$ cat config.mk
export PLATFORM = sky130hd
export DESIGN_NAME = dual_read_regfile
export DESIGN_NICKNAME = d
export VERILOG_FILES = /design/src/rtl/regfile_pkg.sv /design/src/rtl/rf_wr_decode.sv /design/src/rtl/rf_entry.sv /design/src/rtl/rf_read_port.sv /design/src/rtl/dual_read_regfile.sv
export SDC_FILE = /design/constraint.sdc
export NUM_CORES = 2
export LEC_CHECK = 0
export ABC_AREA = 1
export BUFFER_PORTS_ARGS = -buffer_cell sky130_fd_sc_hd__buf_2
export CAP_MARGIN = 20
export CORE_ASPECT_RATIO = 0.75
export CORE_MARGIN = 10
export CORE_UTILIZATION = 40
export DETAILED_ROUTE_END_ITERATION = 8
export SETUP_SLACK_MARGIN = 0.4
export SYNTH_ARGS = -nofsm -noshare
export SYNTH_HDL_FRONTEND = slang
export SYNTH_SLANG_ARGS = --single-unit
$ cat constraint.sdc
create_clock -name clk -period 1.8 [get_ports clk]
set_input_delay 0.09 -clock clk [delete_from_list [all_inputs] [get_ports clk]]
set_output_delay 0.09 -clock clk [all_outputs]
set_load 0.02 [all_outputs]
$ cat src/rtl/regfile_pkg.sv
package regfile_pkg;
    // Default geometry of the register bank.
    localparam int unsigned RF_DEF_DEPTH = 32;
    localparam int unsigned RF_DEF_WIDTH = 32;
endpackage

$ cat src/rtl/rf_wr_decode.sv
// Turns the write index and enable into a one-hot select over slots 1..DEPTH-1.
// Slot 0 has no select line, so it can never be written.
module rf_wr_decode #(
    parameter int unsigned DEPTH = 32,
    localparam int unsigned IDXW = $clog2(DEPTH)
) (
    input  logic            wr_en,
    input  logic [IDXW-1:0] wr_idx,
    output logic [DEPTH-1:1] sel
);
    for (genvar g = 1; g < DEPTH; g++) begin : g_sel
        assign sel[g] = wr_en && (wr_idx == IDXW'(g));
    end
endmodule

$ cat src/rtl/rf_entry.sv
// One storage word. It updates on the falling clock edge.
module rf_entry #(
    parameter int unsigned WIDTH = 32
) (
    input  logic             clk,
    input  logic             rst,
    input  logic             we,
    input  logic [WIDTH-1:0] d,
    output logic [WIDTH-1:0] q
);
    always_ff @(negedge clk) begin
        if (rst) begin
            q <= '0;
        end else if (we) begin
            q <= d;
        end
    end

    // reset at a falling edge leaves the word cleared.
    p_reset_clears_r6: assert property (@(negedge clk) rst |=> (q == '0))
        else $error("R6 word not cleared by reset");

    // an enabled write is held by the word until the next falling edge.
    p_write_lands_r4: assert property (@(negedge clk) disable iff (rst)
        we |=> (q == $past(d)))
        else $error("R4 written word not stored");

    // with no select on this word, it keeps its value across the edge.
    p_hold_when_idle_r5: assert property (@(negedge clk) disable iff (rst)
        !we |=> $stable(q))
        else $error("R5 word changed without a write");
endmodule

$ cat src/rtl/rf_read_port.sv
// Combinational read selector. Index 0, and any index past the bank, returns zero.
module rf_read_port #(
    parameter int unsigned DEPTH = 32,
    parameter int unsigned WIDTH = 32,
    localparam int unsigned IDXW = $clog2(DEPTH)
) (
    input  logic [IDXW-1:0]  idx,
    input  logic [WIDTH-1:0] bank [1:DEPTH-1],
    output logic [WIDTH-1:0] data
);
    always_comb begin
        data = '0;
        for (int i = 1; i < DEPTH; i++) begin
            if (idx == IDXW'(i)) begin
                data = bank[i];
            end
        end
    end
endmodule

$ cat src/rtl/dual_read_regfile.sv
module dual_read_regfile #(
    parameter int unsigned DEPTH = regfile_pkg::RF_DEF_DEPTH,
    parameter int unsigned WIDTH = regfile_pkg::RF_DEF_WIDTH,
    localparam int unsigned IDXW = $clog2(DEPTH)
) (
    input  logic             clk,
    input  logic             rst,
    input  logic [IDXW-1:0]  rd_a_idx,
    output logic [WIDTH-1:0] rd_a_data,
    input  logic [IDXW-1:0]  rd_b_idx,
    output logic [WIDTH-1:0] rd_b_data,
    input  logic             wr_en,
    input  logic [IDXW-1:0]  wr_idx,
    input  logic [WIDTH-1:0] wr_data
);
    logic [DEPTH-1:1] wr_sel;
    logic [WIDTH-1:0] bank [1:DEPTH-1];

    rf_wr_decode #(.DEPTH(DEPTH)) u_dec (
        .wr_en  (wr_en),
        .wr_idx (wr_idx),
        .sel    (wr_sel)
    );

    for (genvar g = 1; g < DEPTH; g++) begin : g_word
        rf_entry #(.WIDTH(WIDTH)) u_word (
            .clk (clk),
            .rst (rst),
            .we  (wr_sel[g]),
            .d   (wr_data),
            .q   (bank[g])
        );
    end

    rf_read_port #(.DEPTH(DEPTH), .WIDTH(WIDTH)) u_rd_a (
        .idx  (rd_a_idx),
        .bank (bank),
        .data (rd_a_data)
    );

    rf_read_port #(.DEPTH(DEPTH), .WIDTH(WIDTH)) u_rd_b (
        .idx  (rd_b_idx),
        .bank (bank),
        .data (rd_b_data)
    );

    // at most one word is selected for writing.
    p_single_target_r8: assert property (@(negedge clk) disable iff (rst)
        $onehot0(wr_sel))
        else $error("R8 more than one word selected");

    // no select line is active while the enable is low.
    p_no_sel_idle_r5: assert property (@(negedge clk) disable iff (rst)
        !wr_en |-> (wr_sel == '0))
        else $error("R5 select active with enable low");

    // index 0 reads zero on both ports.
    p_zero_a_r2: assert property (@(posedge clk) disable iff (rst)
        (rd_a_idx == '0) |-> (rd_a_data == '0))
        else $error("R2 port A index 0 not zero");
    p_zero_b_r2: assert property (@(posedge clk) disable iff (rst)
        (rd_b_idx == '0) |-> (rd_b_data == '0))
        else $error("R2 port B index 0 not zero");

    // matching indices give matching words.
    p_ports_agree_r7: assert property (@(posedge clk) disable iff (rst)
        (rd_a_idx == rd_b_idx) |-> (rd_a_data == rd_b_data))
        else $error("R7 ports disagree on same index");
endmodule

==> results.md <==
* Max Clock Skew at 0 ns
* Die X at about 430 microns
* Number of global-route vias before repair at roughly 62000
* Final hold violations at 0
* Synthesized area per cell at between 6 and 7 sq um
* DRC Markers at 0
* P_leak at approximately 32 nW
* Die height at 328.3 microns
* WL final at around 240 mm
* Met3 usage at about a tenth
* Vias at 65160
* Met1 Usage GRT at between 40% and 50%
* CTS tree: built
* R2r worst-path depth at 3
* Worst R2R Setup Slack at roughly 0.85 ns
* HP Class: reg2reg
* Final setup vio count at 65
* Layout Area Growth over Synthesis at 47.59%
* Clk_lat worst skew at 0.73 ns
* Sequential share of the synthesized area at between 30% and 40%
* Gr busiest metal: met1
* DRT Pass-1 Iters at 8
* Worst VDD drop at 0.0007558 V
* Remaining antenna violation count at 0
* Die area at 0.1415 sq mm
* Crit Path Max Fanout at 2
* Fin Setup TNS at -153.54 ns
* Critical R2R Capture: g_word[20].u_word.q[23]$_SDFFE_NP0P_
* Type of origin of the critical path: flip-flop
* Sink of the worst hold path: g_word[2].u_word.q[23]$_SDFFE_NP0P_
* GRT Overall Usage at roughly a third
* Largest net degree at the start of global routing at 63
* Slew Viols, Final at 0
* Biggest regs: g_word.u_word.q: 992 flops
* Via density at 5.663
* Clock sink total at 992
* CP required at ~1.7 ns
* Final hold slack at between 0.4 and 0.5 ns
* Worst-path clk slew at 0.07 ns
* Design area at 0.07480 sq mm
* IO Pins at ~110
* R2r startpoint: g_word[20].u_word.q[23]$_SDFFE_NP0P_
* Met2 usage at between 40% and 50%
* Most flop-heavy register: g_word.u_word.q
* # nets final at between 9000 and 10000
* CTS root buf: clkbuf_16
* EDFF count, synth at 0
* Port bufs at between 100 and 150
* Gate Count Post-Synth at around 7900
* # rows at 113
* Failing checks: setup timing
* Routed len/inst at 21.19 microns
* Initial antenna violation count at 7
* Post-Synthesis Net Count at approximately 8000
* Max-cap violations at 0
* Placer congestion estimate at 0.9531
* Seq cells post-synth at between 900 and 1000
* Clock tree buffer depth at 3
* Max FFs per register at about 1000
* Synthesized area at around 0.051 sq mm
* Slew headroom at a little under a fifth
* Num CTS Buffers at 110
* DR iter-0 viols at around 9000
* Yosys Warn Count at 0
* Final WS setup at -2.739 ns
* Post-synth ARST share at 0%
* Grt total ovfl at 0
* H-tree levels at 3
* CP endpoint kind: output pin
* Crit path arrival time at ~4.5 ns
* Worst Tran Pin Value at between 1 and 1.5 ns
* Fillcell total at between 10000 and 15000
* Worst Hold Depth at 2
* Share of cells above drive strength 1 at approximately 22%
* Status: complete, but fails checks
* Kind of critical path: reg2out
* RSZ-0062 raised after global routing: true
* HP Start: g_word[2].u_word.q[23]$_SDFFE_NP0P_
* CP Launch Point: g_word[3].u_word.q[15]$_SDFFE_NP0P_
* PD cells at between 800 and 900 mW/mm^2
* First-pass GRT wire length at 352.1 mm
* Initial Utilization at between 40% and 50%
* DP Area at 0.06297 sq mm
* Top_reg_cell synth: dfxtp_1
* Unique masters post-synth at 28
* Hpwl dp at about 160 mm
* CORE AREA at about 0.13 sq mm
-- placed cells by master (no fill, tap or decap), types with 242 or more instances in the layout --
cell type  instances
a211oi_1         343
a21oi_1          618
buf_12           242
buf_4            932
dfxtp_1          938
inv_1           1516
nand2_1         2184
nand3_1          455
nand4_1          586
nor2_1           928
-- area by class of cell --
cell class	instances	area [sq um]	share of cell area, %
Antenna cell	3	7.507	0.01004
Clock buffer	111	2778	3.713
Clock inverter	1082	4644	6.209
Inverter	545	2118	2.832
Multi-Input combinational cell	5719	28480	38.08
Sequential cell	992	19930	26.64
Tap cell	1667	2086	2.788
Timing Repair Buffer	1386	14750	19.72
Timing Repair inverter	1	8.758	0.01171
-- worst max path at each step --
stage	end	slack, ns
floorplan	rd_a_data[0]	-0.84
global placement	rd_b_data[22]	-2.04
detailed placement	rd_a_data[15]	-2.00
CTS	rd_a_data[15]	-2.67
global route	rd_a_data[15]	-2.82
finish	rd_a_data[15]	-2.74
-- per-layer routing --
metal | routed length [microns] | part of all wire [%]
met1 | 104400 | 43
met2 | 97590 | 40
met3 | 36280 | 15
met4 | 5482 | 2.2
met5 | 42 | 0.017
-- where the power goes --
group	switching, mW	internal (mW)	leakage (nW)	total (mW)
Clock	16.6	16.6	7.12	33.2
Sequential	0.124	22.4	8.03	22.5
Combinational	3.44	1.89	16.5	5.33
-- cells in the mapped netlist, types with 5 or more instances --
| cell | instances | area share [%] |
|---|---|---|
| inv_1 | 521 | 3.9 |
| clkinv_1 | 5 | 0.037 |
| nand3_1 | 537 | 5.3 |
| o2111ai_1 | 7 | 0.12 |
| nor2_2 | 10 | 0.12 |
| buf_2 | 53 | 0.52 |
| a21oi_1 | 646 | 6.4 |
| nand2_2 | 6 | 0.074 |
| o21ai_0 | 71 | 0.70 |
| buf_4 | 7 | 0.10 |
| nand4_1 | 586 | 7.2 |
| clkbuf_1 | 547 | 4.1 |
| buf_1 | 47 | 0.35 |
| nand2_1 | 2267 | 17 |
| nor2_1 | 1157 | 8.6 |
| nor3_1 | 21 | 0.21 |
| dfxtp_1 | 992 | 39 |
| inv_2 | 18 | 0.13 |
| a211oi_1 | 399 | 5.9 |
-- through the flow --
step,cells,setup slack (ns),power (mW),util [%]
floorplan,7915,-0.8403,28.06,-
global placement,10220,-2.039,30.60,49.88
detailed placement,10220,-2.004,30.64,49.88
CTS,11470,-2.669,60.84,57.77
global route,11510,-2.821,64.04,59.25
finish,11510,-2.739,60.99,59.25
-- worst max-delay path, stage by stage (launching register included) --
cell and delay (ns):
dfxtp_2 0.33, nand4_1 0.08, nand3_1 0.10, nor2_1 0.12, nand4_1 0.11, nor2_1 0.12, nand4_1 0.14, nor2_2 0.16
nand4_1 0.12, nor2_2 0.13, nand4_1 0.12, nor2_2 0.13, nand4_1 0.12, nor2_2 0.18, nand4_1 0.13, nor2_2 0.14
nand4_1 0.32, buf_6 0.26
-- logic make-up (layout without fill, tap and decap cells) --
group	Yosys count	in the layout	share of synthesized area, %
AOI/OAI and AO/OA	1124	1124	13.12
buffers and inverters	1204	3125	9.166
DFF	992	992	39.18
other	0	3	0
and+or+nand+nor	4595	4595	38.53
-- repair_timing --
item / in CTS / in global routing
gates resized for setup: 427 / 337
endpoints found under the setup margin: 1056 / 1056
hold endpoints to repair: 0 / 0
pin swaps: 65 / 107
gates cloned: 28 / 27
hold buffers: 0 / 0
buffers inserted: 31 / 10
Note: power is estimated with default switching activity, not from simulation.
